File: src/rtl/evcnt_pkg.sv
// Package: register addresses and field positions shared by the counter bank.
// Assumes a 4-bit register address and 32-bit data words.
package evcnt_pkg;

    localparam int ADDR_W = 4;
    localparam int DATA_W = 32;

    typedef enum logic [ADDR_W-1:0] {
        A_BUILD   = 4'd0,
        A_INDEX   = 4'd1,
        A_CTRL    = 4'd2,
        A_CFG     = 4'd3,
        A_CNT_LO  = 4'd4,
        A_CNT_HI  = 4'd5,
        A_SNAP_LO = 4'd6,
        A_SNAP_HI = 4'd7,
        A_THR_LO  = 4'd8,
        A_THR_HI  = 4'd9,
        A_INT_EN  = 4'd10,
        A_INT_ACT = 4'd11
    } reg_addr_e;

    // Control register fields
    localparam int CTRL_EN_BIT   = 0;
    localparam int CTRL_SNAP_BIT = 1;

    // Configuration register fields
    localparam int CFG_W        = 10;
    localparam int CFG_KERN_BIT = 8;
    localparam int CFG_USER_BIT = 9;

endpackage

File: src/rtl/evcnt_select.sv
// Module: picks the event pulse named by the condition number and applies
// the privilege-mode qualifier. Purely combinational.
// Assumes condition 0 and numbers of N_COND or above never produce a hit.
module evcnt_select #(
    parameter int N_COND = 8
) (
    input  logic [7:0]        cond,
    input  logic              kern_only,
    input  logic              user_only,
    input  logic [N_COND-1:0] events,
    input  logic              mode_kernel,
    output logic              hit
);

    logic ev_sel;
    logic mode_ok;

    // Decode the condition number into one event bit; 0 is never.
    always_comb begin
        ev_sel = 1'b0;
        for (int j = 1; j < N_COND; j++) begin
            if (cond == 8'(j)) ev_sel = events[j];
        end
    end

    // One qualifier alone restricts the mode; none or both allow any mode.
    always_comb begin
        if (kern_only && !user_only)      mode_ok = mode_kernel;
        else if (user_only && !kern_only) mode_ok = !mode_kernel;
        else                              mode_ok = 1'b1;
    end

    assign hit = ev_sel && mode_ok;

endmodule

File: src/rtl/evcnt_counter.sv
// Module: one counter slice. Holds the value, configuration, threshold,
// interrupt-enable and interrupt-active state of a single counter.
// Assumes the write strobes arrive already qualified by the counter index,
// and W lies in 48..64.
module evcnt_counter
    import evcnt_pkg::*;
#(
    parameter int W      = 48,
    parameter int N_COND = 8
) (
    input  logic              clk,
    input  logic              rst_n,
    input  logic              glob_en,
    input  logic [N_COND-1:0] events,
    input  logic              mode_kernel,
    input  logic              cfg_we,
    input  logic              lo_we,
    input  logic              hi_we,
    input  logic              thr_lo_we,
    input  logic              thr_hi_we,
    input  logic [31:0]       wdata,
    input  logic              ien_we,
    input  logic              ien_d,
    input  logic              act_clr,
    output logic [W-1:0]      value,
    output logic [W-1:0]      thr,
    output logic [CFG_W-1:0]  cfg,
    output logic              ien,
    output logic              act
);

    localparam int HW = W - 32;

    logic         hit;
    logic         step;
    logic         val_wr;
    logic [W-1:0] nxt;
    logic         fire;

    evcnt_select #(.N_COND(N_COND)) u_sel (
        .cond        (cfg[7:0]),
        .kern_only   (cfg[CFG_KERN_BIT]),
        .user_only   (cfg[CFG_USER_BIT]),
        .events      (events),
        .mode_kernel (mode_kernel),
        .hit         (hit)
    );

    assign val_wr = lo_we || hi_we;
    assign step   = glob_en && hit && !val_wr;
    assign nxt    = value + W'(1);
    assign fire   = step && ien && (nxt == thr);

    // Counter value: a software load wins over a count step.
    always_ff @(posedge clk) begin
        if (!rst_n) begin
            value <= '0;
        end else if (val_wr) begin
            if (lo_we) value[31:0]   <= wdata;
            if (hi_we) value[W-1:32] <= wdata[HW-1:0];
        end else if (step) begin
            value <= nxt;
        end
    end

    // Configuration and threshold registers.
    always_ff @(posedge clk) begin
        if (!rst_n) begin
            cfg <= '0;
            thr <= '0;
        end else begin
            if (cfg_we)    cfg           <= wdata[CFG_W-1:0];
            if (thr_lo_we) thr[31:0]     <= wdata;
            if (thr_hi_we) thr[W-1:32]   <= wdata[HW-1:0];
        end
    end

    // Interrupt enable and active flag; write-one-to-clear drops both.
    always_ff @(posedge clk) begin
        if (!rst_n) begin
            ien <= 1'b0;
            act <= 1'b0;
        end else if (act_clr) begin
            ien <= 1'b0;
            act <= 1'b0;
        end else begin
            if (ien_we) ien <= ien_d;
            if (fire)   act <= 1'b1;
        end
    end

    AST_NEVER_COUNT: assert property (@(posedge clk) disable iff (!rst_n)
        (cfg[7:0] == 8'd0 && !lo_we && !hi_we) |=> value == $past(value));

    AST_HOLD_WHEN_OFF: assert property (@(posedge clk) disable iff (!rst_n)
        (!glob_en && !lo_we && !hi_we) |=> value == $past(value));

    AST_STEP_BY_ONE: assert property (@(posedge clk) disable iff (!rst_n)
        (!lo_we && !hi_we) |=> (value == $past(value) || value == $past(value) + W'(1)));

    AST_ACT_NEEDS_EN: assert property (@(posedge clk) disable iff (!rst_n)
        $rose(act) |-> $past(ien));

    AST_W1C_BOTH: assert property (@(posedge clk) disable iff (!rst_n)
        act_clr |=> (!act && !ien));

endmodule

File: src/rtl/evcnt_bank.sv
// Module: top of the indexed event counter bank. Decodes the register port,
// keeps the index, control and snapshot state, generates the counter slices
// and forms the interrupt.
// Assumes 1 <= SIZE_S <= 2 and N_CTR <= 32; reads are combinational.
module evcnt_bank
    import evcnt_pkg::*;
#(
    parameter int N_CTR  = 4,
    parameter int SIZE_S = 1,
    parameter int N_COND = 8
) (
    input  logic              clk,
    input  logic              rst_n,
    input  logic [3:0]        reg_addr,
    input  logic              reg_we,
    input  logic [31:0]       reg_wdata,
    output logic [31:0]       reg_rdata,
    input  logic [N_COND-1:0] events,
    input  logic              mode_kernel,
    output logic              irq
);

    localparam int W  = 32 + 16 * SIZE_S;
    localparam int HW = W - 32;
    localparam int IW = (N_CTR > 1) ? $clog2(N_CTR) : 1;

    logic [IW-1:0]    idx;
    logic             ctrl_en;
    logic [15:0]      ctrl_up;
    logic [W-1:0]     snap;
    logic [W-1:0]     val_arr [N_CTR];
    logic [W-1:0]     thr_arr [N_CTR];
    logic [CFG_W-1:0] cfg_arr [N_CTR];
    logic [N_CTR-1:0] ien_vec;
    logic [N_CTR-1:0] act_vec;
    logic [W-1:0]     sel_val;
    logic [W-1:0]     sel_thr;
    logic [CFG_W-1:0] sel_cfg;
    logic             snap_trig;
    reg_addr_e        addr;

    assign addr      = reg_addr_e'(reg_addr);
    assign snap_trig = reg_we && addr == A_CTRL && reg_wdata[CTRL_SNAP_BIT];

    // Index and control registers.
    always_ff @(posedge clk) begin
        if (!rst_n) begin
            idx     <= '0;
            ctrl_en <= 1'b0;
            ctrl_up <= '0;
        end else if (reg_we) begin
            if (addr == A_INDEX) idx <= reg_wdata[IW-1:0];
            if (addr == A_CTRL) begin
                ctrl_en <= reg_wdata[CTRL_EN_BIT];
                ctrl_up <= reg_wdata[31:16];
            end
        end
    end

    // Snapshot capture of the selected counter.
    always_ff @(posedge clk) begin
        if (!rst_n)         snap <= '0;
        else if (snap_trig) snap <= sel_val;
    end

    generate
        for (genvar i = 0; i < N_CTR; i++) begin : g_ctr
            logic sel_i;
            assign sel_i = (idx == IW'(i));

            evcnt_counter #(.W(W), .N_COND(N_COND)) u_ctr (
                .clk         (clk),
                .rst_n       (rst_n),
                .glob_en     (ctrl_en),
                .events      (events),
                .mode_kernel (mode_kernel),
                .cfg_we      (reg_we && sel_i && addr == A_CFG),
                .lo_we       (reg_we && sel_i && addr == A_CNT_LO),
                .hi_we       (reg_we && sel_i && addr == A_CNT_HI),
                .thr_lo_we   (reg_we && sel_i && addr == A_THR_LO),
                .thr_hi_we   (reg_we && sel_i && addr == A_THR_HI),
                .wdata       (reg_wdata),
                .ien_we      (reg_we && addr == A_INT_EN),
                .ien_d       (reg_wdata[i]),
                .act_clr     (reg_we && addr == A_INT_ACT && reg_wdata[i]),
                .value       (val_arr[i]),
                .thr         (thr_arr[i]),
                .cfg         (cfg_arr[i]),
                .ien         (ien_vec[i]),
                .act         (act_vec[i])
            );
        end
    endgenerate

    // Select the indexed counter's state for reads and snapshots.
    always_comb begin
        sel_val = '0;
        sel_thr = '0;
        sel_cfg = '0;
        for (int i = 0; i < N_CTR; i++) begin
            if (idx == IW'(i)) begin
                sel_val = val_arr[i];
                sel_thr = thr_arr[i];
                sel_cfg = cfg_arr[i];
            end
        end
    end

    // Read data multiplexer.
    always_comb begin
        reg_rdata = '0;
        unique case (addr)
            A_BUILD: begin
                reg_rdata[0]     = 1'b1;
                reg_rdata[1]     = 1'b1;
                reg_rdata[11:8]  = 4'(SIZE_S);
                reg_rdata[23:16] = 8'(N_CTR);
            end
            A_INDEX:   reg_rdata[IW-1:0]    = idx;
            A_CTRL: begin
                reg_rdata[CTRL_EN_BIT] = ctrl_en;
                reg_rdata[31:16]       = ctrl_up;
            end
            A_CFG:     reg_rdata[CFG_W-1:0] = sel_cfg;
            A_CNT_LO:  reg_rdata            = sel_val[31:0];
            A_CNT_HI:  reg_rdata[HW-1:0]    = sel_val[W-1:32];
            A_SNAP_LO: reg_rdata            = snap[31:0];
            A_SNAP_HI: reg_rdata[HW-1:0]    = snap[W-1:32];
            A_THR_LO:  reg_rdata            = sel_thr[31:0];
            A_THR_HI:  reg_rdata[HW-1:0]    = sel_thr[W-1:32];
            A_INT_EN:  reg_rdata[N_CTR-1:0] = ien_vec;
            A_INT_ACT: reg_rdata[N_CTR-1:0] = act_vec;
            default:   reg_rdata            = '0;
        endcase
    end

    assign irq = |(act_vec & ien_vec);

    AST_SNAP_COPY: assert property (@(posedge clk) disable iff (!rst_n)
        snap_trig |=> snap == $past(sel_val));

    AST_SNAP_HOLD: assert property (@(posedge clk) disable iff (!rst_n)
        !snap_trig |=> $stable(snap));

    AST_IRQ_SOURCE: assert property (@(posedge clk) disable iff (!rst_n)
        irq |-> (act_vec != '0));

endmodule

File: config.mk
export PLATFORM = sky130hd
export DESIGN_NAME = evcnt_bank
export DESIGN_NICKNAME = d
export VERILOG_FILES = /design/src/rtl/evcnt_pkg.sv /design/src/rtl/evcnt_select.sv /design/src/rtl/evcnt_counter.sv /design/src/rtl/evcnt_bank.sv
export SDC_FILE = /design/constraint.sdc
export NUM_CORES = 2
export LEC_CHECK = 0
export ABC_CLOCK_PERIOD_IN_PS = 8450
export BUFFER_PORTS_ARGS = -buffer_cell sky130_fd_sc_hd__buf_2
export CAP_MARGIN = 20
export CORE_MARGIN = 4
export CORE_UTILIZATION = 45
export DETAILED_ROUTE_END_ITERATION = 10
export MAX_ROUTING_LAYER = met4
export PLACE_DENSITY = 0.58
export SYNTH_ARGS = -nofsm -noshare
export SYNTH_HDL_FRONTEND = slang
export SYNTH_HIERARCHICAL = 1
export SYNTH_SLANG_ARGS = --single-unit
File: constraint.sdc
create_clock -name clk -period 8.45 [get_ports clk]
set_input_delay 0.845 -clock clk [delete_from_list [all_inputs] [get_ports clk]]
set_output_delay 0.845 -clock clk [all_outputs]
set_load 0.03 [all_outputs]
==> metrics <==
outcome complete, no violations; Hold Startpoint snap[40]$_SDFFE_PN0P_; reg-to-reg setup timing slack 3.78 ns; clock slew at reported path FFs about 0.060 ns; hold endpoint snap[40]$_SDFFE_PN0P_; reg2reg start g_ctr[0].u_ctr/cfg[4]$_SDFFE_PN0P_; Cell Chain, Critical Path buf_4 -> buf_4 -> mux4_2 -> a22oi_1 -> o31ai_1 -> buf_2; max-slew violations 0; RSZ-0062 raised after global routing false; die footprint 79800 um^2; PortBufs 79; Top delay family on crit path buffers and inverters; Worst setup EP type primary output; Pleak 12.0 nW; commonest cells after routing, fill and taps aside dfxtp_1 (497), nand2_1 (453), nor2b_1 (329); worst reg2reg endpoint g_ctr[0].u_ctr/act$_SDFFE_PP0P_; Worst setup SP type flip-flop; Synth Area in Compound Gates between 10% and 20%; first-pass GRT wire length 220 mm; Fin. Hold Viols 0; main combinational cell family by area after synthesis simple AND/OR/NAND/NOR gates; clock latency on the worst-skew pair 0.66 ns; GPL Wtd Cong between 1 and 1.5; Vias between 30000 and 40000; Post-synth EDFFs 0; Die X-Extent 283 um; Adder-Cell Fraction of Synth Area 0.295%; htree depth 2; Placed Cells 4766; Tcrit/Tclk final 65.9%; slew at the pin with the worst max-slew slack 1.20 ns; total CTS buffers 61; largest net degree at the start of global routing around 230; Pwr Density approximately 150 nW/um^2; register bit total from synthesis 499; commonest non-fill, non-tap cell in the layout dfxtp_1; clock sinks about 500; Post-synth top flop dfxtp_1; CP Launch Point idx[0]$_SDFFE_PN0P_; Die H approximately 280 um; vias in the first global route 29300; Crit Path Category flip-flop to primary output; post-CTS resize count 0; post-synthesis mux area share 15.1%; Area contributors post-synth dfxtp_1 (29%), mux2i_1 (7.5%), mux4_2 (6.9%), nor2b_1 (6.1%), xnor2_1 (5.7%); fmax 180 MHz; worst stage delay on the critical path 0.81 ns; simple-gate share of the synthesized area 27.0%; critical path depth 6; Synth warnings 6; crit path DAT 4.72 ns; Seq/Total Area, Yosys 29.4%; Final Skew about 0.036 ns; root buf cell clkbuf_16; fraction of layout cells with a size suffix above 1 12.1%; ys async rst share 0%; fin crit period 5.57 ns; Hold Path Depth 2; DP Area 34700 um^2; Mean Syn Cell Area approximately 8.6 um^2; setup TNS 0 ns; Gate Count Post-Synth 3960; worst hold slack roughly 0.45 ns; Slowest cell on crit path buf_4; Post-CTS Hold Buffers 0; dpl ws 2.99 ns; Total Wirelength 158 mm; Layout Nets 3917; r2r worst-path depth 12; Layout area overhead 8.93%; Starting Density about 45%; VDD IR max between 150 and 200 uV; CORE AREA 74600 um^2; TritonRoute pass-1 iters 6; Cell Count, Final, Fillers Out 4894; worst path buffer plus inverter count 3; Syn Nets 4016; max_slew headroom 20.3%; Routed Antenna Nets 0; Worst Path Required 7.61 ns; Post-CTS Setup Bufs 0; Post-Synth XOR/XNOR Area 9.14%; top-area cell type share of the netlist area 29.4%; CTS max path bufs 3; routed len/inst 32.3 um; Initial DRC Count approximately 4500; endpoints failing setup 0; DP Wirelength 119 mm; via/cell ratio 6.58; Ports approximately 80; maxcap violations 0; cell taking the most area after synthesis dfxtp_1; Netlist cell types 95; Setup WS post-layout 2.88 ns; Remaining DRCs 0; Finished Cell Area 37000 um^2; cell area after synthesis approximately 34000 um^2; worst-path maximum fanout 49; CTS tree yes; total gr overflow 0; Total GRT Usage 39.7%; initial antenna violation count 20; Core Rows 100; Hold Path Class flip-flop to flip-flop; most used cell, CP buf_4
-- sequential cells by signal (all words and copies together), names as in the netlist --
signal / flops
g_ctr.u_ctr/thr: 192
g_ctr.u_ctr/value: 192
snap: 48
g_ctr.u_ctr/cfg: 40
ctrl_up: 16
g_ctr.u_ctr/act: 4
g_ctr.u_ctr/ien: 4
idx: 2
ctrl_en: 1
-- worst register-to-register path, stage by stage (launching register included) --
cell and delay (ns):
dfxtp_1 0.32, or4_1 0.57, or4_1 0.69, nor3_2 0.20, nand2_1 0.44, nor2_4 0.46
nand4_1 0.31, or4_1 0.62, nor4_1 0.29, nand4_1 0.13, nor4_1 0.18, buf_2 0.23
a31o_1 0.17
-- layout make-up --
cell class                      count  area (um^2)
Fill cell                        7294        37600
Multi-Input combinational cell   3123        22500
Sequential cell                   499        10000
Clock buffer                       81         1730
Tap cell                          969         1210
Timing Repair Buffer              135          843
Clock inverter                     31          452
Inverter                           41          154
Antenna cell                       15         37.5
-- layer usage --
| layer | track usage, % | wire length, um | up-vias | share of wire (%) |
|---|---|---|---|---|
| met4 | 19.5 | 8920 | 0 | 5.6 |
| met3 | 10.4 | 18000 | 413 | 11 |
| li1 | - | - | 14200 | - |
| met5 | - | 0 | - | 0 |
| met2 | 56.2 | 66600 | 1877 | 42 |
| met1 | 52.3 | 64400 | 15800 | 41 |
-- through the flow --
stage / utilization (%) / total power [mW]
6_report: 49.6 / 5.53
3_3_place_gp: 46.5 / 2.67
5_1_grt: 49.5 / 5.66
4_1_cts: 49.5 / 5.55
3_5_place_dp: 46.6 / 2.67
2_1_floorplan: - / 2.55
-- how the worst max path moves through the flow --
stage / end / slack [ns]
detailed placement: g_ctr[0].u_ctr/act$_SDFFE_PP0P_ / 2.99
global placement: g_ctr[0].u_ctr/act$_SDFFE_PP0P_ / 3.01
CTS: reg_rdata[18] / 2.83
floorplan: g_ctr[0].u_ctr/act$_SDFFE_PP0P_ / 4.91
finish: reg_rdata[18] / 2.88
global route: reg_rdata[18] / 2.63
-- synthesized netlist by cell type, types with 13 or more instances --
master    count
dfxtp_1     499
nand2_1     453
nor2b_1     329
mux2i_1     253
xnor2_1     221
clkbuf_1    195
nor2_1      185
o21ai_0     183
xor2_1      133
nand3_1     126
a21oi_1     111
nand4_1     106
a22oi_1     104
mux4_2      104
nor3_1       98
and2_1       86
a21boi_0     67
buf_2        58
o31ai_1      44
inv_1        37
and3_1       31
nor4_1       31
and4_1       28
or4_1        27
or3_1        25
a31oi_1      23
o211a_1      18
buf_1        16
nand2b_1     16
o21ai_1      16
a222oi_1     15
buf_4        15
o22ai_1      15
a221oi_1     13
nor3_2       13
-- kinds of logic after synthesis --
| logic type | Yosys count |
|---|---|
| AO/OA/AOI/OAI | 733 |
| XOR/XNOR | 354 |
| adder cells (fa/ha/maj) | 8 |
| buffers and inverters | 338 |
| flip-flops | 499 |
| multiplexers | 371 |
| AND/OR/NAND/NOR | 1657 |
-- power by group --
group	total, mW	switching (mW)	internal, mW
clock network	2.90	1.16	1.74
logic	0.258	0.180	0.0778
registers	2.37	0.0148	2.36
total	5.53	1.36	4.18
Power figures use the tool's default switching activity.
